`config.mk`:
```
export PLATFORM = sky130hd
export DESIGN_NAME = bytecmd_bridge
export DESIGN_NICKNAME = d
export VERILOG_FILES = /design/src/rtl/bbr_pkg.sv /design/src/rtl/bbr_parser.sv /design/src/rtl/bbr_bus_seq.sv /design/src/rtl/bbr_tx_ser.sv /design/src/rtl/bytecmd_bridge.sv
export SDC_FILE = /design/constraint.sdc
export NUM_CORES = 1
export LEC_CHECK = 0
export ABC_AREA = 1
export CAP_MARGIN = 20
export CORE_MARGIN = 2
export CORE_UTILIZATION = 45
export DETAILED_ROUTE_END_ITERATION = 16
export PLACE_DENSITY = 0.69
export SETUP_SLACK_MARGIN = 0.4
export SYNTH_ARGS = -nofsm -noshare
export SYNTH_HDL_FRONTEND = slang
export SYNTH_SLANG_ARGS = --single-unit
```
`constraint.sdc`:
```
create_clock -name clk -period 2 [get_ports clk]
set_clock_uncertainty 0.2 [all_clocks]
set_input_delay 0.3 -clock clk [delete_from_list [all_inputs] [get_ports clk]]
set_output_delay 0.3 -clock clk [all_outputs]
set_load 0.02 [all_outputs]
```
`src/rtl/bbr_pkg.sv`:
```
package bbr_pkg;
  localparam int unsigned BYTE_W = 8;
  localparam logic [7:0] OP_WRITE = 8'h57;
  localparam logic [7:0] OP_READ  = 8'h52;

  typedef enum logic [1:0] {PS_CMD, PS_ADDR, PS_DATA, PS_HOLD} parse_st_e;
  typedef enum logic [2:0] {BS_IDLE, BS_WRITE, BS_RADDR, BS_RSTB, BS_RESP} bus_st_e;
endpackage

```
`src/rtl/bbr_parser.sv`:
```
module bbr_parser
  import bbr_pkg::*;
#(
  parameter int PKT_ADDR_W = 20,
  parameter int BUS_ADDR_W = 11,
  parameter int DATA_W     = 16
) (
  input  logic                  clk,
  input  logic                  rst_n,
  input  logic                  in_valid,
  output logic                  in_ready,
  input  logic [BYTE_W-1:0]     in_byte,
  output logic                  cmd_valid,
  input  logic                  cmd_ready,
  output logic                  cmd_write,
  output logic [BUS_ADDR_W-1:0] cmd_addr,
  output logic [DATA_W-1:0]     cmd_data
);
  localparam int ADDR_BYTES = (PKT_ADDR_W + BYTE_W - 1) / BYTE_W;
  localparam int DATA_BYTES = (DATA_W + BYTE_W - 1) / BYTE_W;
  localparam int SH_A_W     = ADDR_BYTES * BYTE_W;
  localparam int SH_D_W     = DATA_BYTES * BYTE_W;
  localparam int MAX_BYTES  = (ADDR_BYTES > DATA_BYTES) ? ADDR_BYTES : DATA_BYTES;
  localparam int CNT_W      = $clog2(MAX_BYTES + 1);

  parse_st_e         state;
  logic [CNT_W-1:0]  cnt;
  logic              is_wr;
  logic [SH_A_W-1:0] addr_sh;
  logic [SH_D_W-1:0] data_sh;
  logic              take;

  assign in_ready  = (state != PS_HOLD);
  assign take      = in_valid && in_ready;
  assign cmd_valid = (state == PS_HOLD);
  assign cmd_write = is_wr;
  assign cmd_addr  = addr_sh[BUS_ADDR_W-1:0];
  assign cmd_data  = data_sh[DATA_W-1:0];

  always_ff @(posedge clk) begin
    if (!rst_n) begin
      state   <= PS_CMD;
      cnt     <= '0;
      is_wr   <= 1'b0;
      addr_sh <= '0;
      data_sh <= '0;
    end else begin
      case (state)
        PS_CMD: begin
          if (take && (in_byte == OP_WRITE || in_byte == OP_READ)) begin
            is_wr <= (in_byte == OP_WRITE);
            cnt   <= CNT_W'(ADDR_BYTES - 1);
            state <= PS_ADDR;
          end
        end
        PS_ADDR: begin
          if (take) begin
            addr_sh <= (addr_sh << BYTE_W) | SH_A_W'(in_byte);
            if (cnt == '0) begin
              if (is_wr) begin
                cnt   <= CNT_W'(DATA_BYTES - 1);
                state <= PS_DATA;
              end else begin
                state <= PS_HOLD;
              end
            end else begin
              cnt <= cnt - 1'b1;
            end
          end
        end
        PS_DATA: begin
          if (take) begin
            data_sh <= (data_sh << BYTE_W) | SH_D_W'(in_byte);
            if (cnt == '0) state <= PS_HOLD;
            else           cnt   <= cnt - 1'b1;
          end
        end
        PS_HOLD: begin
          if (cmd_ready) state <= PS_CMD;
        end
        default: state <= PS_CMD;
      endcase
    end
  end

  // a parked command keeps its fields until the sequencer takes it
  assert_cmd_hold_R6: assert property (@(posedge clk) disable iff (!rst_n)
    cmd_valid && !cmd_ready |=> cmd_valid && $stable(cmd_addr) && $stable(cmd_data)
                                && $stable(cmd_write));
endmodule

```
`src/rtl/bbr_bus_seq.sv`:
```
module bbr_bus_seq
  import bbr_pkg::*;
#(
  parameter int BUS_ADDR_W = 11,
  parameter int DATA_W     = 16
) (
  input  logic                  clk,
  input  logic                  rst_n,
  input  logic                  cmd_valid,
  output logic                  cmd_ready,
  input  logic                  cmd_write,
  input  logic [BUS_ADDR_W-1:0] cmd_addr,
  input  logic [DATA_W-1:0]     cmd_data,
  output logic [BUS_ADDR_W-1:0] bus_addr,
  output logic [DATA_W-1:0]     bus_wdata,
  output logic                  bus_wr,
  output logic                  bus_rd,
  input  logic [DATA_W-1:0]     bus_rdata,
  output logic                  rsp_valid,
  input  logic                  rsp_ready,
  output logic [DATA_W-1:0]     rsp_data
);
  bus_st_e                state;
  logic [BUS_ADDR_W-1:0]  addr_q;
  logic [DATA_W-1:0]      wdata_q;
  logic [DATA_W-1:0]      rsp_q;

  assign cmd_ready = (state == BS_IDLE);
  assign bus_addr  = addr_q;
  assign bus_wdata = wdata_q;
  assign bus_wr    = (state == BS_WRITE);
  assign bus_rd    = (state == BS_RSTB);
  assign rsp_valid = (state == BS_RESP);
  assign rsp_data  = rsp_q;

  always_ff @(posedge clk) begin
    if (!rst_n) begin
      state   <= BS_IDLE;
      addr_q  <= '0;
      wdata_q <= '0;
      rsp_q   <= '0;
    end else begin
      case (state)
        BS_IDLE: begin
          if (cmd_valid) begin
            addr_q  <= cmd_addr;
            wdata_q <= cmd_data;
            state   <= cmd_write ? BS_WRITE : BS_RADDR;
          end
        end
        BS_WRITE: state <= BS_IDLE;
        BS_RADDR: state <= BS_RSTB;
        BS_RSTB: begin
          rsp_q <= bus_rdata;
          state <= BS_RESP;
        end
        BS_RESP: begin
          if (rsp_ready) state <= BS_IDLE;
        end
        default: state <= BS_IDLE;
      endcase
    end
  end

  // address leads the read strobe and the strobe lasts one cycle
  assert_rd_addr_lead_R3: assert property (@(posedge clk) disable iff (!rst_n)
    bus_rd |-> $stable(bus_addr));
  assert_rd_single_R3: assert property (@(posedge clk) disable iff (!rst_n)
    bus_rd |=> !bus_rd);
  // strobes exclusive, write strobe single
  assert_strobe_excl_R8: assert property (@(posedge clk) disable iff (!rst_n)
    !(bus_wr && bus_rd));
  assert_wr_single_R8: assert property (@(posedge clk) disable iff (!rst_n)
    bus_wr |=> !bus_wr);
  // a waiting answer word is held until the serializer takes it
  assert_rsp_hold_R10: assert property (@(posedge clk) disable iff (!rst_n)
    rsp_valid && !rsp_ready |=> rsp_valid && $stable(rsp_data));
endmodule

```
`src/rtl/bbr_tx_ser.sv`:
```
module bbr_tx_ser
  import bbr_pkg::*;
#(
  parameter int DATA_W = 16
) (
  input  logic              clk,
  input  logic              rst_n,
  input  logic              in_valid,
  output logic              in_ready,
  input  logic [DATA_W-1:0] in_word,
  output logic              tx_valid,
  input  logic              tx_ready,
  output logic [BYTE_W-1:0] tx_byte
);
  localparam int DATA_BYTES = (DATA_W + BYTE_W - 1) / BYTE_W;
  localparam int SH_W       = DATA_BYTES * BYTE_W;
  localparam int PAD        = SH_W - DATA_W;
  localparam int CNT_W      = $clog2(DATA_BYTES + 1);

  logic             busy;
  logic [CNT_W-1:0] cnt;
  logic [SH_W-1:0]  sh;

  assign in_ready = !busy;
  assign tx_valid = busy;
  assign tx_byte  = sh[SH_W-1 -: BYTE_W];

  always_ff @(posedge clk) begin
    if (!rst_n) begin
      busy <= 1'b0;
      cnt  <= '0;
      sh   <= '0;
    end else if (!busy) begin
      if (in_valid) begin
        sh   <= SH_W'(in_word) << PAD;
        cnt  <= CNT_W'(DATA_BYTES - 1);
        busy <= 1'b1;
      end
    end else if (tx_ready) begin
      sh <= sh << BYTE_W;
      if (cnt == '0) busy <= 1'b0;
      else           cnt  <= cnt - 1'b1;
    end
  end

  // offered byte held steady under back-pressure
  assert_tx_hold_R7: assert property (@(posedge clk) disable iff (!rst_n)
    tx_valid && !tx_ready |=> tx_valid && $stable(tx_byte));
endmodule

```
`src/rtl/bytecmd_bridge.sv`:
```
module bytecmd_bridge
  import bbr_pkg::*;
#(
  parameter int PKT_ADDR_W = 20,
  parameter int BUS_ADDR_W = 11,
  parameter int DATA_W     = 16
) (
  input  logic                  clk,
  input  logic                  rst_n,
  input  logic                  rx_valid,
  output logic                  rx_ready,
  input  logic [7:0]            rx_data,
  output logic                  tx_valid,
  input  logic                  tx_ready,
  output logic [7:0]            tx_data,
  output logic [BUS_ADDR_W-1:0] bus_addr,
  output logic [DATA_W-1:0]     bus_wdata,
  output logic                  bus_wr,
  output logic                  bus_rd,
  input  logic [DATA_W-1:0]     bus_rdata
);
  logic                  cmd_valid;
  logic                  cmd_ready;
  logic                  cmd_write;
  logic [BUS_ADDR_W-1:0] cmd_addr;
  logic [DATA_W-1:0]     cmd_data;
  logic                  rsp_valid;
  logic                  rsp_ready;
  logic [DATA_W-1:0]     rsp_data;

  bbr_parser #(
    .PKT_ADDR_W(PKT_ADDR_W),
    .BUS_ADDR_W(BUS_ADDR_W),
    .DATA_W    (DATA_W)
  ) u_parser (
    .clk      (clk),
    .rst_n    (rst_n),
    .in_valid (rx_valid),
    .in_ready (rx_ready),
    .in_byte  (rx_data),
    .cmd_valid(cmd_valid),
    .cmd_ready(cmd_ready),
    .cmd_write(cmd_write),
    .cmd_addr (cmd_addr),
    .cmd_data (cmd_data)
  );

  bbr_bus_seq #(
    .BUS_ADDR_W(BUS_ADDR_W),
    .DATA_W    (DATA_W)
  ) u_seq (
    .clk      (clk),
    .rst_n    (rst_n),
    .cmd_valid(cmd_valid),
    .cmd_ready(cmd_ready),
    .cmd_write(cmd_write),
    .cmd_addr (cmd_addr),
    .cmd_data (cmd_data),
    .bus_addr (bus_addr),
    .bus_wdata(bus_wdata),
    .bus_wr   (bus_wr),
    .bus_rd   (bus_rd),
    .bus_rdata(bus_rdata),
    .rsp_valid(rsp_valid),
    .rsp_ready(rsp_ready),
    .rsp_data (rsp_data)
  );

  bbr_tx_ser #(
    .DATA_W(DATA_W)
  ) u_ser (
    .clk     (clk),
    .rst_n   (rst_n),
    .in_valid(rsp_valid),
    .in_ready(rsp_ready),
    .in_word (rsp_data),
    .tx_valid(tx_valid),
    .tx_ready(tx_ready),
    .tx_byte (tx_data)
  );

  // no byte may be taken while a parsed command is parked
  assert_rx_block_R6: assert property (@(posedge clk) disable iff (!rst_n)
    cmd_valid && !cmd_ready |=> !rx_ready);
endmodule

```
==> results of run 1 <==
through the flow:
step                      power (mW)  instance area [µm²]  worst slack [ps]  hold WS (ps)
after floorplan                 2.15                 3970               398           227
after global placement          2.26                 4700              97.5           249
after detailed placement        2.27                 4700              6.60           253
after CTS                       3.65                 5030               151           264
after global routing            3.83                 5280               250           275
final                           3.70                 5280               345           262
worst reg2reg max path, stage by stage, from the launching register on:
cell and delay (ps):
dfxtp_4 410, inv_4 60, ha_4 190, o21ai_1 210, nand2_2 90, nor2_4 180, nand2_4 80, nand2_2 80
a21oi_2 60
final timing paths:
| path | end | startpoint | depth (start not counted) | slack (ps) |
|---|---|---|---|---|
| setup / recovery | bus_wr | u_seq.state[1] | 3 | 350 |
| hold / removal | u_seq.bus_wdata[10] | u_seq.bus_wdata[10] | 2 | 260 |
| setup reg to reg | u_parser.state[0] | u_parser.state[0] | 8 | 350 |
| hold reg to reg | u_seq.bus_wdata[10] | u_seq.bus_wdata[10] | 2 | 260 |
flip-flops by register name, indices dropped and copies added, names as in the netlist, 2 cells and up:
register and cells:
u_parser.addr_sh 11, u_seq.bus_addr 11, u_ser.sh 16, u_parser.cnt 2, u_parser.state 2, u_seq.bus_wdata 16
u_seq.state 3, u_seq.rsp_data 16, u_ser.cnt 2, u_parser.cmd_data 16
timing repair:
action / CTS / global route
endpoints found under the hold margin: 0 / 0
pin swaps: 8 / 21
cloned: 1 / 1
setup buffers: 9 / 4
setup endpoints to repair: 124 / 70
resized for setup: 77 / 61
report_power, final:
part / switching [mW] / total, mW / internal (mW)
Sequential: 0.0208 / 1.97 / 1.95
Clock: 0.666 / 1.38 / 0.709
Combinational: 0.200 / 0.353 / 0.154
layout make-up:
cell class | count | area, µm² | area share, %
Clock buffer | 10 | 128 | 2.42
Clock inverter | 6 | 90.1 | 1.71
Inverter | 26 | 114 | 2.16
Multi-Input combinational cell | 348 | 1890 | 35.8
Sequential cell | 97 | 1960 | 37.1
Tap cell | 108 | 135 | 2.56
Timing Repair Buffer | 103 | 962 | 18.2
synth_stat cells (all sizes together):
| library cell | number | area [µm²] |
|---|---|---|
| nor2 | 42 | 158 |
| dfxtp | 97 | 1940 |
| nand3 | 71 | 360 |
| o21ai | 27 | 135 |
| a21oi | 72 | 364 |
| nand2 | 111 | 427 |
| a31oi | 8 | 50.1 |
| or3 | 1 | 6.26 |
| inv | 26 | 100 |
| ha | 7 | 87.6 |
| o211ai | 3 | 22.5 |
| buf | 25 | 196 |
| nor3 | 4 | 42.5 |
| clkbuf | 15 | 57.6 |
| a21boi | 1 | 7.51 |
cells by family after synthesis:
group | Yosys count | share of synthesized area (%)
AO/OA/AOI/OAI | 111 | 14.6
adder cells (fa/ha/maj) | 7 | 2.21
buffers and inverters | 66 | 8.95
flip-flops | 97 | 49.1
AND/OR/NAND/NOR | 229 | 25.1
routing by layer:
layer	global-route usage (%)	wire, µm	vias up	part of all wire (%)
met4	7.26	117	0	1.2
met3	4.37	525	9	5.3
met2	33.2	4930	93	50
met1	26.2	4260	1767	43
li1	-	-	1835	-
met5	0	0	-	0
==> impl_results.md, run 1 <==
- Vias in the first global route: 3443
- Post-CTS Hold Fix Bufs: 0
- Most frequent cells in the layout: nand2_1, dfxtp_1, nand3_1
- Mapped cell area: 3960 µm²
- DIE HEIGHT: 97.8 µm
- Syn Inst Count: 510
- Commonest non-fill, non-tap cell in the layout: nand2_1
- RSZ-0062 raised after global routing: true
- Largest net degree at the start of global routing: 55
- Critical path launch point type: register
- Iteration-0 DRC Markers: 147
- Slowest-stage cell, CP: dfxtp_4
- IO buf count: 66
- H-Tree Depth: 3
- GP Congestion: 0.841
- Total CTS buffers: 9
- Clk sinks: 97
- Wirelength per Cell: 14.1 µm
- Final std cells w/o fill: 698
- Clock slew at reported path FFs: 90 ps
- Filler instances: 766
- Cell Rows: 34
- Core area: 8640 µm²
- Min Tclk post-route: 1650 ps
- Fin. Hold Viols: 0
- Slew headroom: 82.1%
- Skew-Pair Late Insertion Delay: 350 ps
- Hold Crit Class: reg2reg
- Most used cell, CP: buf_6
- Via count: 3704
- CP Data Arrival Time: 1150 ps
- Nature of the critical path endpoint: output port
- Cell variety after synth: 26
- Sequential share of the synthesized area: 49.1%
- Gr ovfl total: 0
- WP buf/inv: 2
- CTS Buffer Depth: 2
- Fin. max-slew vios: 0
- Syn. warnings: 0
- Cell total after placement: 667
- Slowest stage delay, CP: 370 ps
- Via density: 5.31
- Antenna cell count: 0
- Critical Path RT: 1500 ps
- Die W: 97.8 µm
- CTS tree: done
- Run status: completed
- Max IR drop VDD: 0.436 mV
- Leakage: 2.05 nW
- Routed Antenna Nets: 0
- Count of nets after finishing: 620
- Top delay family on crit path: flip-flops
- Top Ports: 67
- Critical path class: reg2out
- Max FO, Critical Path: 3
- Syn nets: 545
- Crit-path cells: buf_6 -> nor3_4 -> buf_6
- Final wirelength: 9.84 mm
- Initial antenna violation count: 0
- Power Density: 701 nW/µm²
- DRT Pass-1 Iters: 5
- Tightest Pin Transition: 269 ps
- Fin Setup TNS: 0 ps
- Synth Area per Inst: 7.76 µm²
- Initial Util: 45.8%
- Max_cap viols: 0
- Period utilisation layout: 82.7%
- HPWL Detailed: 6.40 mm
- All-Layer GR Usage: 20.1%
- Final core area utilization: 61.1%
- Area growth syn-to-layout: 33.4%
- Ratio of cells with drive above 1 in the final layout: 18.3%
- Post-synthesis register bit count: 97
- Final setup violation count: 0
- First-pass GRT wire length: 15.8 mm
- Number of remaining DRC errors: 0
- Clock root buffer: clkbuf_8
- Die ar.: 9560 µm²
- Max Fclk: 604 MHz
Power figures use the tool's default switching activity.
==> run 2, diff against run 1 <==
--- a/config.mk
+++ b/config.mk
@@ -10,7 +10,7 @@
 export CORE_MARGIN = 2
 export CORE_UTILIZATION = 45
 export DETAILED_ROUTE_END_ITERATION = 16
-export PLACE_DENSITY = 0.69
+export PLACE_DENSITY = 0.72
 export SETUP_SLACK_MARGIN = 0.4
 export SYNTH_ARGS = -nofsm -noshare
 export SYNTH_HDL_FRONTEND = slang
==> constraint.sdc (replaced) <==
create_clock -name clk -period 1.4 [get_ports clk]
set_clock_uncertainty 0.2 [all_clocks]
set_input_delay 0.21 -clock clk [delete_from_list [all_inputs] [get_ports clk]]
set_output_delay 0.21 -clock clk [all_outputs]
set_load 0.02 [all_outputs]
==> run 2 against run 1 <==
  * The flow now finishes with violations (setup timing)
  * Via count increased by 13%
  * Clock power grew 29%
  * Highest routed layer unchanged
  * Utilization rose by 17 points
  * Critical path depth increased by 5
  * Final cell count is 8.6% higher
  * Worst hold slack got worse by 61 ps
  * Routed wire length up 29%
  * Global-route usage rose by 2.1 points
  * Register-to-register slack worse by 610 ps
  * Worst setup slack worse by 610 ps
==> impl_results.md, run 2 (synthesis results as in run 1) <==
- Run status: finished with violations
- Failing checks: setup timing
- Max Fclk: 599 MHz
- GP Congestion: 0.826
- HPWL Detailed: 6.37 mm
- Number of remaining DRC errors: 0
- Max FO, Critical Path: 5
- Sequential cell area: 2020 µm²
- Final wirelength: 12.7 mm
- Commonest non-fill, non-tap cell in the layout: buf_6
- Final setup margin: -268 ps
- CP Data Arrival Time: 1770 ps
- Cell Rows: 34
- Die W: 97.8 µm
- Count of nets after finishing: 680
- Top Ports: 67
- Iteration-0 DRC Markers: 241
- Leakage: 2.44 nW
- Fin. max-slew vios: 0
- Area growth syn-to-layout: 69.9%
- CTS tree: done
- Final core area utilization: 77.8%
- Wirelength per Cell: 16.8 µm
- Critical path class: reg2reg
- DRT Pass-1 Iters: 5
- Via density: 5.52
- Nature of the critical path endpoint: register
- Clock root buffer: clkbuf_8
- Routed Antenna Nets: 0
- Clk sinks: 97
- Via count: 4183
- Fin. Hold Viols: 0
- CTS Buffer Depth: 2
- Largest net degree at the start of global routing: 40
- Initial antenna violation count: 0
- First-pass GRT wire length: 17.5 mm
- Clock slew at reported path FFs: 100 ps
- Skew-Pair Late Insertion Delay: 380 ps
- IO buf count: 66
- Ratio of cells with drive above 1 in the final layout: 54.3%
- Critical Path RT: 1500 ps
- Final std cells w/o fill: 758
- Filler instances: 490
- All-Layer GR Usage: 22.3%
- H-Tree Depth: 3
- Critical path launch point type: register
- Core area: 8640 µm²
- Hold Crit Class: in2reg
- Worst reg2reg setup slack: -270 ps
- Total CTS buffers: 9
- Post-CTS Hold Fix Bufs: 0
- Max IR drop VDD: 0.733 mV
- Period utilisation layout: 119%
- Tightest Pin Transition: 351 ps
- RSZ-0062 raised after global routing: true
- Area of the multi-input gates: 2470 µm²
- Cell total after placement: 686
- DIE HEIGHT: 97.8 µm
- Gr ovfl total: 0
- Final setup violation count: 99
- Vias in the first global route: 3757
- Most frequent cells in the layout: buf_6, nand2_1, nand3_1
- Min Tclk post-route: 1670 ps
- Power Density: 771 nW/µm²
- Initial Util: 45.8%
- Antenna cell count: 0
- Die ar.: 9560 µm²
- Slew headroom: 76.6%
- Pre-CTS setup slack: -329 ps
- Max_cap viols: 0
[run 2: cell type report]
type | count | area share [%]
inverter | 26 | 1.90
clock buffer | 9 | 1.84
clock inverter | 7 | 0.931
multi-input combinational | 349 | 36.7
timing repair buffer | 160 | 26.2
sequential | 97 | 30.1
timing repair inverter | 2 | 0.335
tap | 108 | 2.01
[run 2: worst max-delay path, cell delays in order (launching register included)]
cell and delay, ps:
dfxtp_2 360, buf_6 130, buf_6 110, ha_4 180, buf_4 160, buf_6 130, nand2_4 90, nand2_1 80
a21oi_1 170
[run 2: metal layers]
metal  wire [µm]  track usage (%)  vias up
li1            -                -     1972
met1        5170             28.1     2032
met2        6670             37.6      142
met3         522             4.65       37
met4         347             8.65        0
met5           0                0        -
[run 2: worst paths after layout]
kind,end,start,cells after the start
worst min register to register,u_seq.state[1],u_parser.cmd_write,1
worst max register to register,u_parser.addr_sh[9],u_parser.state[0],8
worst min-delay path,u_seq.rsp_data[6],bus_rdata[6],3
worst max-delay path,u_parser.addr_sh[9],u_parser.state[0],8
[run 2: power by group]
group / switching, mW / internal, mW / total, mW / leakage (nW)
combinational: 0.329 / 0.281 / 0.609 / 1.54
sequential: 0.0239 / 2.76 / 2.79 / 0.806
clock: 1.10 / 0.687 / 1.78 / 0.0980
total: 1.45 / 3.73 / 5.18 / 2.44
[run 2: per-stage QoR]
stage | hold slack [ps] | area [µm²] | power (mW) | setup TNS, ps
2_1_floorplan | 145 | 4090 | 3.10 | -4130
3_3_place_gp | 249 | 4960 | 3.27 | -16630
3_5_place_dp | 251 | 4960 | 3.29 | -18450
4_1_cts | 207 | 5850 | 5.10 | -10160
5_1_grt | 225 | 6720 | 5.33 | -21000
6_report | 202 | 6720 | 5.18 | -15860
[run 2: repair_timing]
action                                  4_1_cts  5_1_grt
endpoints found under the hold margin         0        0
buffers inserted                             20       25
gates cloned                                  9        2
pin swaps                                    20       40
endpoints found under the setup margin      136      136
gates resized for setup                     338      188
